$ cat config.mk
export PLATFORM = sky130hd
export DESIGN_NAME = dqs_edge_search
export DESIGN_NICKNAME = d
export VERILOG_FILES = /design/src/rtl/dqs_search_pkg.sv /design/src/rtl/dqs_vote.sv /design/src/rtl/dqs_dly_split.sv /design/src/rtl/dqs_edge_search.sv
export SDC_FILE = /design/constraint.sdc
export NUM_CORES = 1
export LEC_CHECK = 0
export ABC_AREA = 1
export ABC_CLOCK_PERIOD_IN_PS = 9800
export BUFFER_PORTS_ARGS = -buffer_cell sky130_fd_sc_hd__buf_2
export CAP_MARGIN = 0
export CORE_MARGIN = 1
export CORE_UTILIZATION = 45
export CTS_BUF_LIST = sky130_fd_sc_hd__clkbuf_16
export CTS_CLUSTER_SIZE = 30
export DETAILED_ROUTE_END_ITERATION = 12
export GPL_TIMING_DRIVEN = 0
export PLACE_DENSITY = 0.67
export SETUP_SLACK_MARGIN = 0.3
export SLEW_MARGIN = 20
export SYNTH_ARGS = -nofsm -noshare
export SYNTH_HDL_FRONTEND = slang
export SYNTH_SLANG_ARGS = --single-unit
export TNS_END_PERCENT = 100
$ cat constraint.sdc
create_clock -name clk -period 9.8 [get_ports clk]
set_input_delay 1.96 -clock clk [delete_from_list [all_inputs] [get_ports clk]]
set_output_delay 1.96 -clock clk [all_outputs]
set_load 0.02 [all_outputs]
$ cat src/rtl/dqs_search_pkg.sv
package dqs_search_pkg;

    localparam int HALF_PI = 64;
    localparam int CRS_W   = 4;
    localparam int FINE_W  = 6;
    localparam int DLY_MAX = (2 ** CRS_W) * HALF_PI - 1;

    typedef enum logic [1:0] {
        S_IDLE,
        S_COARSE,
        S_FINE
    } srch_state_e;

    // {backward, probe-step multiple} chosen from a 3-bit probe pattern
    function automatic logic [2:0] pick_start(input logic [2:0] pat);
        logic [2:0] r;
        case (pat)
            3'b000, 3'b100: r = 3'b0_10;
            3'b001, 3'b101: r = 3'b0_01;
            3'b010, 3'b011: r = 3'b0_00;
            default:        r = 3'b1_00;
        endcase
        return r;
    endfunction

endpackage

$ cat src/rtl/dqs_vote.sv
module dqs_vote #(
    parameter int VOTE_N = 5
) (
    input  logic clk,
    input  logic rst_n,
    input  logic clr,
    input  logic take,
    input  logic last,
    input  logic bit_in,
    output logic vote
);
    localparam int CW = $clog2(VOTE_N + 1);

    logic [CW-1:0] ones_d, ones_q;
    logic [CW+1:0] total;

    always_comb begin
        total  = {2'b00, ones_q} + {{(CW+1){1'b0}}, bit_in};
        vote   = (total << 1) > (CW+2)'(VOTE_N);
        ones_d = ones_q;
        if (clr || (take && last)) begin
            ones_d = '0;
        end else if (take) begin
            ones_d = total[CW-1:0];
        end
    end

    always_ff @(posedge clk or negedge rst_n) begin
        if (!rst_n) ones_q <= '0;
        else        ones_q <= ones_d;
    end
endmodule

$ cat src/rtl/dqs_dly_split.sv
module dqs_dly_split
    import dqs_search_pkg::*;
#(
    parameter int DLY_W    = 11,
    parameter int EARLY_TH = 10,
    parameter int LATE_TH  = 54
) (
    input  logic [DLY_W-1:0]  dly,
    output logic [CRS_W-1:0]  coarse,
    output logic [FINE_W-1:0] fine,
    output logic              db_en,
    output logic              db_sel
);
    logic [DLY_W-1:0] rem;

    always_comb begin
        if (dly > DLY_W'(DLY_MAX)) coarse = '1;
        else                       coarse = dly[CRS_W+FINE_W-1:FINE_W];
        rem    = dly - (DLY_W'(coarse) << FINE_W);
        fine   = rem[FINE_W-1:0];
        db_sel = fine < FINE_W'(EARLY_TH);
        db_en  = db_sel || (fine > FINE_W'(LATE_TH));
    end
endmodule

$ cat src/rtl/dqs_edge_search.sv
module dqs_edge_search
    import dqs_search_pkg::*;
#(
    parameter int NUM_LANES = 4,
    parameter int DLY_W     = 11,
    parameter int VOTE_N    = 5,
    parameter int STEP_PI   = 26,
    parameter int EARLY_TH  = 10,
    parameter int LATE_TH   = 54,
    parameter int MAX_ITER  = 256,
    parameter int GRP_W     = 16,
    parameter int RD_BIT    = 1,
    parameter int WR_BIT    = 9
) (
    input  logic                        clk,
    input  logic                        rst_n,
    input  logic                        start,
    input  logic                        mode_wr,
    input  logic                        half_width,
    input  logic [NUM_LANES*DLY_W-1:0]  init_dly,
    output logic                        sample_req,
    output logic [NUM_LANES*DLY_W-1:0]  lane_dly,
    input  logic                        status_valid,
    input  logic [NUM_LANES*8-1:0]      status_word,
    output logic                        done,
    output logic                        err_range,
    output logic                        err_timeout,
    output logic [NUM_LANES*CRS_W-1:0]  coarse_out,
    output logic [NUM_LANES*FINE_W-1:0] fine_out,
    output logic [NUM_LANES-1:0]        db_en,
    output logic [NUM_LANES-1:0]        db_sel
);
    localparam int CW     = $clog2(VOTE_N + 1);
    localparam int ITER_W = $clog2(MAX_ITER) + 1;
    localparam int HALF_L = NUM_LANES / 2;

    typedef struct packed {
        srch_state_e                       st;
        logic [1:0]                        k;
        logic [CW-1:0]                     vcnt;
        logic [ITER_W-1:0]                 iter;
        logic [NUM_LANES-1:0][DLY_W-1:0]   dly;
        logic [NUM_LANES-1:0][2:0]         pat;
        logic [NUM_LANES-1:0]              bwd;
        logic [NUM_LANES-1:0]              act;
        logic                              wmode;
        logic                              done;
        logic                              erng;
        logic                              etmo;
    } srch_t;

    srch_t s_d, s_q;

    logic                  take, last, vclr;
    logic [NUM_LANES-1:0]  lane_bit, vote;
    logic [DLY_W-1:0]      probe_ofs;

    assign sample_req = (s_q.st == S_COARSE) || (s_q.st == S_FINE);
    assign take       = sample_req && status_valid;
    assign last       = s_q.vcnt == CW'(VOTE_N - 1);
    assign vclr       = (s_q.st == S_IDLE) && start;
    assign probe_ofs  = (s_q.st == S_COARSE) ? DLY_W'(s_q.k) * DLY_W'(STEP_PI) : '0;

    assign done        = s_q.done;
    assign err_range   = s_q.erng;
    assign err_timeout = s_q.etmo;

    for (genvar l = 0; l < NUM_LANES; l++) begin : g_lane
        localparam int RB = GRP_W * (l / 2) + RD_BIT - (l % 2);
        localparam int WB = GRP_W * (l / 2) + WR_BIT - (l % 2);

        assign lane_bit[l] = s_q.wmode ? status_word[WB] : status_word[RB];
        assign lane_dly[l*DLY_W +: DLY_W] = s_q.dly[l] + probe_ofs;

        dqs_vote #(.VOTE_N(VOTE_N)) u_vote (
            .clk    (clk),
            .rst_n  (rst_n),
            .clr    (vclr),
            .take   (take),
            .last   (last),
            .bit_in (lane_bit[l]),
            .vote   (vote[l])
        );

        dqs_dly_split #(.DLY_W(DLY_W), .EARLY_TH(EARLY_TH), .LATE_TH(LATE_TH)) u_split (
            .dly    (s_q.dly[l]),
            .coarse (coarse_out[l*CRS_W +: CRS_W]),
            .fine   (fine_out[l*FINE_W +: FINE_W]),
            .db_en  (db_en[l]),
            .db_sel (db_sel[l])
        );
    end

    always_comb begin
        logic [DLY_W-1:0] nd;
        logic [2:0]       np;
        logic [2:0]       pick;
        logic             moved;
        logic             over;

        s_d      = s_q;
        s_d.done = 1'b0;
        moved    = 1'b0;
        over     = 1'b0;
        nd       = '0;
        np       = '0;
        pick     = '0;

        case (s_q.st)
            S_IDLE: begin
                if (start) begin
                    s_d.st    = S_COARSE;
                    s_d.k     = '0;
                    s_d.vcnt  = '0;
                    s_d.iter  = '0;
                    s_d.wmode = mode_wr;
                    s_d.act   = half_width ? {{(NUM_LANES-HALF_L){1'b0}}, {HALF_L{1'b1}}} : '1;
                    s_d.erng  = 1'b0;
                    s_d.etmo  = 1'b0;
                    for (int l = 0; l < NUM_LANES; l++) begin
                        s_d.dly[l] = init_dly[l*DLY_W +: DLY_W];
                        s_d.pat[l] = '0;
                        s_d.bwd[l] = 1'b0;
                    end
                end
            end
            S_COARSE: begin
                if (take) begin
                    if (!last) begin
                        s_d.vcnt = s_q.vcnt + 1'b1;
                    end else begin
                        s_d.vcnt = '0;
                        for (int l = 0; l < NUM_LANES; l++) begin
                            np         = {s_q.pat[l][1:0], vote[l]};
                            s_d.pat[l] = np;
                            if (s_q.k == 2'd2 && s_q.act[l]) begin
                                pick       = pick_start(np);
                                nd         = s_q.dly[l] + DLY_W'(pick[1:0]) * DLY_W'(STEP_PI);
                                s_d.dly[l] = nd;
                                s_d.bwd[l] = pick[2];
                                if (nd > DLY_W'(DLY_MAX)) over = 1'b1;
                            end
                        end
                        if (s_q.k != 2'd2) begin
                            s_d.k = s_q.k + 1'b1;
                        end else if (over) begin
                            s_d.st   = S_IDLE;
                            s_d.erng = 1'b1;
                            s_d.done = 1'b1;
                        end else begin
                            s_d.st = S_FINE;
                        end
                    end
                end
            end
            S_FINE: begin
                if (take) begin
                    if (!last) begin
                        s_d.vcnt = s_q.vcnt + 1'b1;
                    end else begin
                        s_d.vcnt = '0;
                        for (int l = 0; l < NUM_LANES; l++) begin
                            nd = s_q.dly[l];
                            if (s_q.act[l] && !s_q.bwd[l] && !vote[l]) begin
                                nd    = s_q.dly[l] + 1'b1;
                                moved = 1'b1;
                            end else if (s_q.act[l] && s_q.bwd[l] && vote[l]) begin
                                nd    = s_q.dly[l] - 1'b1;
                                moved = 1'b1;
                            end
                            s_d.dly[l] = nd;
                            if (s_q.act[l] && nd > DLY_W'(DLY_MAX)) over = 1'b1;
                        end
                        if (over) begin
                            s_d.st   = S_IDLE;
                            s_d.erng = 1'b1;
                            s_d.done = 1'b1;
                        end else if (!moved) begin
                            s_d.st   = S_IDLE;
                            s_d.done = 1'b1;
                        end else if (s_q.iter == ITER_W'(MAX_ITER - 1)) begin
                            s_d.st   = S_IDLE;
                            s_d.etmo = 1'b1;
                            s_d.done = 1'b1;
                        end else begin
                            s_d.iter = s_q.iter + 1'b1;
                        end
                    end
                end
            end
            default: s_d.st = S_IDLE;
        endcase
    end

    always_ff @(posedge clk or negedge rst_n) begin
        if (!rst_n) s_q <= '0;
        else        s_q <= s_d;
    end
endmodule

==> results.md <==
- Max-cap violations in this run came to 0.
- The post-route clock skew is 0.0125 ns.
- After detailed routing, the average wire length per cell comes to between 15 and 20 um.
- The register-to-register setup slack is 6.13 ns.
- The worst min-delay path category is reg -> reg.
- The detailed-route via count is 10,400.
- The leakage power total is between 5 and 6 nW.
- After legalization and detailed placement, the total HPWL measured around 24,000 um.
- The area growth from synthesis to layout is 15.0%.
- Counting flops with an async set or reset pin after synthesis yields a share of 100%.
- The floorplan step set the die width to 150 um.
- Across the VDD grid, the largest voltage drop is 0.161 mV.
- The final non-filler cell area is approximately 0.011 mm^2.
- The dominant synthesized flop cell is sky130_fd_sc_hd__dfrtp_1.
- The maximum clock frequency is 164 MHz.
- TritonCTS built the clock tree.
- The sequential fraction of the synthesis area is 23.0%.
- Measured along the y axis, the die boundary spans 150 um.
- After layout, the design draws a total of 4.49 mW.
- A synthesized cell averages 6.68 um^2.
- The clock-pin slew on the worst setup and hold paths is 0.07 ns.
- Row generation in the floorplan step produced between 50 and 60 rows.
- The number of instances in the synthesized netlist is 1,467.
- The met2 track demand over resource in global routing is 47.1%.
- The pin count of the biggest net entering global routing is just under 70.
- The depth of the CTS H-tree is 3.
- The count of cells in the finished layout, fillers not included, comes to 1,915.
- The placeable core region is 0.0212 mm^2.
- The number of storage elements in the synthesis netlist is 90.
- Fill cells in the final layout number 2,125.
- The worst max-slew margin expressed relative to the limit is approximately 28%.
- The smallest setup slack after layout is approximately 3.7 ns.
- The total negative setup slack is 0 ns.
- The global routing met1 resource utilization is 39.8%.
- The most frequently used cell type in the post-synthesis netlist is sky130_fd_sc_hd__nand2_1.
- Clock tree synthesis inserted a total of 9 buffers.
- The number of nets in the layout is 1,805.
- The number of enable flip-flop cells after synthesis is 0.
- The combined area of all synthesized cells is 0.00980 mm^2.
- Ranked by total cell area, the synthesized netlist is headed by sky130_fd_sc_hd__dfrtp_1 (23%), sky130_fd_sc_hd__nand2_1 (13%), sky130_fd_sc_hd__ha_1 (10%).
- The congestion estimate from routability-driven global placement came to 0.964.
- The diode insertion count for antenna repair is 0.
- The count of endpoints failing setup in the final report is 0.
- Hold timing on the final database bottoms out at a slack of 0.484 ns.
- The count of routing violations after the opening detailed-route iteration is about 910.
- The die area is 0.0224 mm^2.
- The final cycle utilization of the critical path is approximately 62%.
- For this run, global-route usage on met3 was measured as approximately 3.5%.
- roughly 180 I/O pins were placed.
- The number of nets with antenna violations after routing is 0.
- The final period demand of the worst path is 6.09 ns.
- At the pin with the least slew margin, the transition time is around 1.1 ns.
- Gates resized during post-CTS repair numbered 0.
- The count of final max-slew check failures is 0.
- The total detailed-routing wirelength is 31,900 um.
- Buffers added to address setup during post-CTS repair amount to 0.
- The worst path required time is 7.84 ns.
- After global routing, the most crowded layer is met2.
- The total of hold buffers inserted after clock tree synthesis is 0.
- The critical path is of the reg -> out type.
- The count of buffers added on input and output ports is 153.
- The clock reaches the later pin of the worst-skew pair after 0.36 ns.
- The ratio of routed vias to standard cells is 5.44.
- The post-synthesis cell type count is 53.
- Of all nets on the critical path, the largest fanout is 10.
- The initial cell density of the core is between 40% and 50%.
- The total of warnings raised by yosys is 0.
- Ranked by instance count, the synthesized netlist is headed by sky130_fd_sc_hd__nand2_1 (345), sky130_fd_sc_hd__inv_1 (155), sky130_fd_sc_hd__nor2_1 (136).
- The total global routing overflow is 0.
- The via count of the first global-routing pass is 9,519.
- Cells fill a little over half of the core in the end.
- The first detailed-routing pass took 6 iterations.
- In the routed design, unresolved DRC markers number 0.
- The global routing usage summed across all routing layers is between 20 and 30%.
- The post-placement worst setup slack is roughly 4.1 ns.
- The placed cell count is about 1,900.
- The worst setup path is launched from a flop.
- The number of sinks handled by clock tree synthesis is 90.
- The share of cells above drive strength 1 is between 15 and 20%.
- Once placement finished, the instance area stood at 0.0110 mm^2.
- In this run the deepest clock path goes through 2 buffers.
- STA classifies the critical path endpoint as a primary output.
- The wire length of the first global-routing pass is 50,100 um.
- The arrival time at the worst endpoint is 4.13 ns.
- The initial antenna violation count came to 0.
- Setup repair after global routing left no endpoint under its margin.
- The final count of hold timing violations was 0.
- The portion of synthesized cell area occupied by the leading cell type is approximately 23%.
- The total power density per cell area is roughly 400 mW/mm^2.
- The run finished with clean final reports.
- The master cell of the clock root buffer is sky130_fd_sc_hd__clkbuf_16.
- The cell type with the largest total area after synthesis is sky130_fd_sc_hd__dfrtp_1.
==> layer usage <==
layer / share of wire (%) / routed length (um)
met5: 0 / 0
met4: 2.5 / 809
met3: 7.3 / 2320
met2: 46 / 14500
met1: 45 / 14200
==> power by group <==
part	internal [mW]	total [mW]	switching, mW
sequential	0.519	0.760	0.241
clock	0.225	0.399	0.174
combinational	1.15	3.33	2.18
==> logic make-up after synthesis <==
| group | share of synthesized area, % |
|---|---|
| and+or+nand+nor | 31.0 |
| DFF | 23.0 |
| adders and majority gates | 11.8 |
| muxes | 0.689 |
| buffers and inverters | 11.7 |
| other | 0.0383 |
| AOI/OAI and AO/OA | 17.3 |
| xor gates and xnor gates | 4.38 |
==> final cells by class <==
cell class                      instances  area (um^2)  area share (%)
Multi-Input combinational cell       1126         6410            56.9
Sequential cell                        90         2250            20.0
Timing Repair Buffer                  154          800            7.09
Inverter                              172          651            5.77
Buffer                                 82          499            4.43
Tap cell                              275          344            3.05
Clock buffer                            9          225            2.00
Clock inverter                          7         93.8           0.832
==> worst max-delay path, stage by stage, from the launching register on <==
cell,delay [ns]
sky130_fd_sc_hd__dfrtp_1,0.42
sky130_fd_sc_hd__inv_1,0.12
sky130_fd_sc_hd__ha_1,0.25
sky130_fd_sc_hd__clkbuf_1,0.45
sky130_fd_sc_hd__nand2_1,0.52
sky130_fd_sc_hd__inv_1,0.51
sky130_fd_sc_hd__ha_1,0.32
sky130_fd_sc_hd__nand3_1,0.08
sky130_fd_sc_hd__nand2_1,0.08
sky130_fd_sc_hd__a21oi_1,0.14
sky130_fd_sc_hd__inv_1,0.06
sky130_fd_sc_hd__a21oi_1,0.19
sky130_fd_sc_hd__inv_1,0.06
sky130_fd_sc_hd__a21oi_1,0.17
sky130_fd_sc_hd__nor2_1,0.07
sky130_fd_sc_hd__xor2_1,0.14
sky130_fd_sc_hd__buf_2,0.18
==> state kept, by name (all words and copies together) (netlist names) <==
name / count
s_q: 75
err_range: 1
err_timeout: 1
g_lane.u_vote.ones_q: 12
done: 1
==> final timing paths <==
kind                                      from                  end  cells after the start
min in group asynchronous                rst_n  s_q[39]$_DFFE_PN0P_                      1
hold reg to reg            s_q[76]$_DFFE_PN0P_  s_q[76]$_DFFE_PN0P_                      2
setup / recovery           s_q[83]$_DFFE_PN0P_         lane_dly[30]                     16
setup reg to reg            s_q[3]$_DFFE_PN0P_  s_q[64]$_DFFE_PN0P_                     24
max in group asynchronous                rst_n  s_q[82]$_DFFE_PN0P_                      2
hold / removal             s_q[76]$_DFFE_PN0P_  s_q[76]$_DFFE_PN0P_                      2
==> cells in the final DEF (no fill, tap or decap), types with 3 or more instances in the layout <==
master	count
sky130_fd_sc_hd__nor2_1	136
sky130_fd_sc_hd__inv_1	157
sky130_fd_sc_hd__clkbuf_1	22
sky130_fd_sc_hd__conb_1	4
sky130_fd_sc_hd__xor2_1	41
sky130_fd_sc_hd__a211oi_1	3
sky130_fd_sc_hd__inv_2	14
sky130_fd_sc_hd__o21ai_1	5
sky130_fd_sc_hd__o31ai_1	6
sky130_fd_sc_hd__buf_4	37
sky130_fd_sc_hd__nand3_1	98
sky130_fd_sc_hd__xnor2_1	8
sky130_fd_sc_hd__nand2_1	345
sky130_fd_sc_hd__clkbuf_16	9
sky130_fd_sc_hd__o211ai_1	3
sky130_fd_sc_hd__buf_2	170
sky130_fd_sc_hd__nand3_2	5
sky130_fd_sc_hd__o22ai_1	20
sky130_fd_sc_hd__nand4_1	16
sky130_fd_sc_hd__a21oi_1	119
sky130_fd_sc_hd__ha_1	80
sky130_fd_sc_hd__buf_6	5
sky130_fd_sc_hd__nor3_1	30
sky130_fd_sc_hd__mux2_2	6
sky130_fd_sc_hd__nor2_2	9
sky130_fd_sc_hd__o21ai_0	95
sky130_fd_sc_hd__dfrtp_1	90
sky130_fd_sc_hd__a31oi_1	4
sky130_fd_sc_hd__nand2_4	7
sky130_fd_sc_hd__nand2_2	14
sky130_fd_sc_hd__a22oi_1	37
sky130_fd_sc_hd__fa_1	8
Power figures use the tool's default switching activity.
